<file path="src/rtl/dt_pkg.sv">
package dt_pkg;

  // Classification of the waveform change seen at the current clock edge.
  typedef enum logic [1:0] {
    EDGE_NONE = 2'd0,
    EDGE_RISE = 2'd1,
    EDGE_FALL = 2'd2
  } edge_kind_t;

  // Index of each setting in the staging array.
  localparam int SEL_LO = 0;
  localparam int SEL_HI = 1;
  localparam int NUM_SETTINGS = 2;

endpackage

</file>
<file path="src/rtl/dt_shadow_reg.sv">
module dt_shadow_reg #(
  parameter int W = 8,
  parameter logic [W-1:0] RESET_VAL = '0
) (
  input  logic         clk,
  input  logic         rst,
  input  logic         wr_en,
  input  logic [W-1:0] wr_data,
  input  logic         upd_stb,
  output logic [W-1:0] active_q
);

  logic [W-1:0] stage_q;
  logic         pend_q;

  always_ff @(posedge clk) begin
    if (rst) begin
      stage_q  <= '0;
      pend_q   <= 1'b0;
      active_q <= RESET_VAL;
    end else begin
      // The copy uses the staging value held before any write in this cycle.
      if (upd_stb && pend_q) begin
        active_q <= stage_q;
      end
      if (wr_en) begin
        stage_q <= wr_data;
        pend_q  <= 1'b1;
      end else if (upd_stb) begin
        pend_q  <= 1'b0;
      end
    end
  end

  assert_pend_kept_R10: assert property (@(posedge clk) disable iff (rst)
    (wr_en && upd_stb) |=> pend_q);

  assert_pend_cleared_R9: assert property (@(posedge clk) disable iff (rst)
    (upd_stb && !wr_en) |=> !pend_q);

  assert_active_held_R8: assert property (@(posedge clk) disable iff (rst)
    !upd_stb |=> $stable(active_q));

endmodule

</file>
<file path="src/rtl/dt_gap_counter.sv">
module dt_gap_counter
  import dt_pkg::*;
#(
  parameter int W = 8
) (
  input  logic         clk,
  input  logic         rst,
  input  logic         wave_in,
  input  logic [W-1:0] lo_val,
  input  logic [W-1:0] hi_val,
  output logic [W-1:0] cnt_q,
  output logic         zero_nxt
);

  logic         wave_q;
  edge_kind_t   edge_kind;
  logic [W-1:0] cnt_nxt;

  always_comb begin
    if (wave_in && !wave_q)      edge_kind = EDGE_RISE;
    else if (!wave_in && wave_q) edge_kind = EDGE_FALL;
    else                         edge_kind = EDGE_NONE;
  end

  always_comb begin
    unique case (edge_kind)
      EDGE_RISE: cnt_nxt = lo_val;
      EDGE_FALL: cnt_nxt = hi_val;
      default:   cnt_nxt = (cnt_q != '0) ? cnt_q - 1'b1 : '0;
    endcase
  end

  assign zero_nxt = (cnt_nxt == '0);

  always_ff @(posedge clk) begin
    if (rst) begin
      wave_q <= 1'b0;
      cnt_q  <= '0;
    end else begin
      wave_q <= wave_in;
      cnt_q  <= cnt_nxt;
    end
  end

  assert_count_down_R6: assert property (@(posedge clk) disable iff (rst)
    (cnt_q != '0 && edge_kind == EDGE_NONE) |=> (cnt_q == $past(cnt_q) - 1'b1));

  assert_hold_zero_R6: assert property (@(posedge clk) disable iff (rst)
    (cnt_q == '0 && edge_kind == EDGE_NONE) |=> (cnt_q == '0));

  assert_restart_R11: assert property (@(posedge clk) disable iff (rst)
    (edge_kind == EDGE_FALL) |=> (cnt_q == $past(hi_val)));

endmodule

</file>
<file path="src/rtl/dt_drive_stage.sv">
module dt_drive_stage (
  input  logic clk,
  input  logic rst,
  input  logic wave_nxt,
  input  logic gap_done,
  output logic lo_drv,
  output logic hi_drv
);

  always_ff @(posedge clk) begin
    if (rst) begin
      lo_drv <= 1'b0;
      hi_drv <= 1'b0;
    end else begin
      hi_drv <= gap_done & wave_nxt;
      lo_drv <= gap_done & ~wave_nxt;
    end
  end

  assert_no_overlap_R5: assert property (@(posedge clk) disable iff (rst)
    !(lo_drv && hi_drv));

endmodule

</file>
<file path="src/rtl/pwm_deadtime_pair.sv">
module pwm_deadtime_pair
  import dt_pkg::*;
#(
  parameter int DT_W = 8,
  parameter logic [DT_W-1:0] RESET_DT = '0
) (
  input  logic            clk,
  input  logic            rst,
  input  logic            wave_in,
  input  logic [DT_W-1:0] wr_data,
  input  logic            wr_lo_en,
  input  logic            wr_hi_en,
  input  logic            upd_stb,
  output logic            lo_drv,
  output logic            hi_drv
);

  logic [DT_W-1:0]         act_val [NUM_SETTINGS];
  logic [NUM_SETTINGS-1:0] wr_sel;
  logic [DT_W-1:0]         cnt_q;
  logic                    zero_nxt;

  always_comb begin
    wr_sel         = '0;
    wr_sel[SEL_LO] = wr_lo_en;
    wr_sel[SEL_HI] = wr_hi_en;
  end

  for (genvar i = 0; i < NUM_SETTINGS; i++) begin : g_setting
    dt_shadow_reg #(
      .W         (DT_W),
      .RESET_VAL (RESET_DT)
    ) u_shadow (
      .clk      (clk),
      .rst      (rst),
      .wr_en    (wr_sel[i]),
      .wr_data  (wr_data),
      .upd_stb  (upd_stb),
      .active_q (act_val[i])
    );
  end

  dt_gap_counter #(.W(DT_W)) u_counter (
    .clk      (clk),
    .rst      (rst),
    .wave_in  (wave_in),
    .lo_val   (act_val[SEL_LO]),
    .hi_val   (act_val[SEL_HI]),
    .cnt_q    (cnt_q),
    .zero_nxt (zero_nxt)
  );

  dt_drive_stage u_drive (
    .clk      (clk),
    .rst      (rst),
    .wave_nxt (wave_in),
    .gap_done (zero_nxt),
    .lo_drv   (lo_drv),
    .hi_drv   (hi_drv)
  );

  assert_off_in_gap_R3: assert property (@(posedge clk) disable iff (rst)
    (cnt_q != '0) |-> (!lo_drv && !hi_drv));

  assert_follow_R2: assert property (@(posedge clk) disable iff (rst)
    (zero_nxt) |=> (hi_drv == $past(wave_in)) && (lo_drv == !$past(wave_in)));

endmodule

</file>
<file path="config.mk">
export PLATFORM = sky130hd
export DESIGN_NAME = pwm_deadtime_pair
export DESIGN_NICKNAME = d
export VERILOG_FILES = /design/src/rtl/dt_pkg.sv /design/src/rtl/dt_shadow_reg.sv /design/src/rtl/dt_gap_counter.sv /design/src/rtl/dt_drive_stage.sv /design/src/rtl/pwm_deadtime_pair.sv
export SDC_FILE = /design/constraint.sdc
export NUM_CORES = 1
export LEC_CHECK = 0
export ABC_AREA = 1
export BUFFER_PORTS_ARGS = -buffer_cell sky130_fd_sc_hd__buf_2
export CORE_MARGIN = 4
export CORE_UTILIZATION = 45
export DETAILED_ROUTE_END_ITERATION = 8
export MAX_ROUTING_LAYER = met4
export PLACE_DENSITY = 0.66
export RECOVER_POWER = 50
export SETUP_SLACK_MARGIN = 0.5
export SYNTH_ARGS = -nofsm -noshare
export SYNTH_HDL_FRONTEND = slang
export SYNTH_SLANG_ARGS = --single-unit
</file>
<file path="constraint.sdc">
create_clock -name clk -period 1.3 [get_ports clk]
set_input_delay 0.065 -clock clk [delete_from_list [all_inputs] [get_ports clk]]
set_output_delay 0.065 -clock clk [all_outputs]
set_load 0.1 [all_outputs]
</file>
==> out/metrics.csv <==
metric;value;unit
holdPathStages;4;
overflow;0;
antennaDiodeCount;0;
hp-class;input port to flop;
synth_top_area_share;48.32;%
p_per_area;1786;nW/um2
r2r-start;u_counter.wave_q$_SDFF_PP0_;
rows;23;
maxCapViolCount;0;
finalSetupTns;-144.2;ps
worstPathRequired;1510;ps
dp_slack;-39.30;ps
ant_nets;0;
path_class;flop to flop;
relSlewSlack;53.49;%
fin_nets;313;
ys_top_cells_by_area;dfxtp_1, nor2_1, o21ai_0;
cts_tree;built;
startpoint;u_counter.wave_q$_SDFF_PP0_;
cts_root_buf;clkbuf_8;
n_fill_cell;350;
yosysTopAreaCell;dfxtp_1;
final_util;64.37;%
reg2regPathDepth;8;
grt_pass1_wl;7.617;mm
grt_usage;18.90;%
finalWorstSetupSlack;-57.16;ps
cellLeakagePower;1.094;nW
outcome;complete, but fails checks;
synth.avg_cell_area;7.282;um2
ys_ff_latch;45;
rsz0062_at_grt;yes;
finalCritPeriodShare;104.4;%
period_needed;1357;ps
cts.clk_slew.worst_paths;90;ps
vias;1710;
cts_buffers;5;
cts.path.max_buffers;2;
dieArea;5237;um2
yosys_warnings;0;
syn_to_final_growth;38.12;%
crit_fanout;8;
place_congestion;0.8606;
die_height;72.37;um
die_w;72.37;um
syn_nets;274;
irDropWorstVdd;730.0;uV
worstHoldStart;wave_in;
clk_latency;300;ps
hold_viol;0;
finalWirelength;4.188;mm
syn_inst;256;
worst-slew-pin-transition;697.7;ps
io_buffers;15;
grt_max_degree;34;
first_pass_iters;4;
setup_viol;3;
drt_iter0_drc;44;
netlist-cell-type-count;21;
fin_cells;346;
cp-start-kind;flop;
total_power;4.599;mW
finClkSkew;7.665;ps
io_pins;16;
drive_gt1_share;36.15;%
final_max_slew_viol_count;0;
viasPerCell;4.942;
syn_area;1864;um2
coreArea;4000;um2
start_util;46.61;%
wl_per_cell;12.10;um
violations;setup timing;
ys_seq_area_share;48.32;%
cp_data_arrival_time;1560;ps
cts_max_level;2;
antenna_found_initial;0;
hpwlAfterDp;2.848;mm
first_global_vias;1684;
fmax;0.7368;GHz
end_kind;flop;
clock_sinks;45;
dp.cells;325;
drt_drc_violations_left;0;
worst max-delay path: stages (launching register included):
cell,delay [ps]
dfxtp_2,350
ha_4,320
inv_6,60
nor2_4,190
nand3_2,90
nand2_1,80
nor2_2,50
nand3_2,70
nor2_1,40
registers in the layout (all words and copies together), names as in the netlist:
signal	flops
u_counter.wave_q	1
u_drive.lo_drv	1
g_setting.u_shadow.pend_q	2
g_setting.u_shadow.stage_q	16
u_counter.cnt_q	8
u_drive.hi_drv	1
g_setting.u_shadow.active_q	16
power by group:
part	total [mW]	switching, mW	internal (mW)
Clock	0.896	0.504	0.392
Sequential	1.67	0.128	1.55
Combinational	2.03	1.17	0.855
Total	4.60	1.80	2.79
routing by layer:
metal | track usage, % | routed length, um | vias to the layer above
li1 | - | - | 902
met1 | 23.00 | 1863 | 774
met2 | 29.73 | 2087 | 23
met3 | 4.709 | 138 | 11
met4 | 7.933 | 97 | 0
met5 | - | 0 | -
worst paths after layout:
kind	end	slack, ps
worst max-delay path	u_drive.hi_drv$_SDFF_PP0_	-60
worst min-delay path	u_drive.lo_drv$_SDFF_PP0_	70
worst max register to register	u_drive.hi_drv$_SDFF_PP0_	-60
worst min register to register	g_setting[0].u_shadow.active_q[4]$_SDFFE_PP0P_	460
logic make-up (layout without fill, tap and decap cells):
| group | after synthesis | count (layout) | share of synthesized area [%] |
|---|---|---|---|
| xor gates and xnor gates | 1 | 1 | 0.4699 |
| and+or+nand+nor | 122 | 122 | 26.51 |
| DFF | 45 | 45 | 48.32 |
| AOI/OAI and AO/OA | 55 | 55 | 16.17 |
| buffers and inverters | 29 | 69 | 5.839 |
| adders and majority gates | 4 | 4 | 2.685 |
timing repair:
action,in CTS,in global routing
setup endpoints to repair,28,28
buffers inserted,2,1
endpoints found under the hold margin,12,0
pin swaps,15,21
cloned,2,0
gates resized for setup,49,28
hold buffers,8,0
stage by stage:
step / cell area [um2] / hold WS, ps
global placement: 2141 / 303.8
global route: 2575 / 120.0
finish: 2575 / 68.93
CTS: 2487 / 69.02
detailed placement: 2141 / 308.9
floorplan: 1958 / 141.4
Yosys cell counts:
cell type / number
buf_1: 1
dfxtp_1: 45
o21bai_1: 2
a21oi_1: 14
o21ai_0: 32
xor2_1: 1
inv_1: 20
ha_1: 4
clkinv_1: 2
nand2_2: 1
nand2_1: 34
o22ai_1: 2
a22o_1: 4
nor2_2: 5
nand3_2: 1
nor2_1: 71
nand3_1: 9
inv_2: 1
a21oi_2: 1
clkbuf_1: 5
nand3b_1: 1
layout by cell type, fill, tap and decap left out, types with 7 or more instances in the layout:
master / Yosys / final
nand2_2: 1 / 8
o21ai_2: 0 / 14
nand3_2: 1 / 7
dlygate4sd3_1: 0 / 8
nor2_2: 5 / 9
nand2_1: 34 / 23
dfxtp_1: 45 / 39
buf_4: 0 / 10
o21ai_0: 32 / 18
buf_2: 0 / 12
nor2_1: 71 / 64
inv_1: 20 / 12
a21oi_1: 14 / 10
final cells by class:
cell class | instances | area, um2 | share of cell area (%)
multi-input combinational | 182 | 1096 | 42.57
sequential | 45 | 910.9 | 35.37
timing repair buffer | 38 | 311.5 | 12.10
inverter | 23 | 98.84 | 3.839
clock buffer | 5 | 68.82 | 2.672
tap | 50 | 62.56 | 2.430
clock inverter | 3 | 26.28 | 1.020
(Power assumes the default switching activity.)
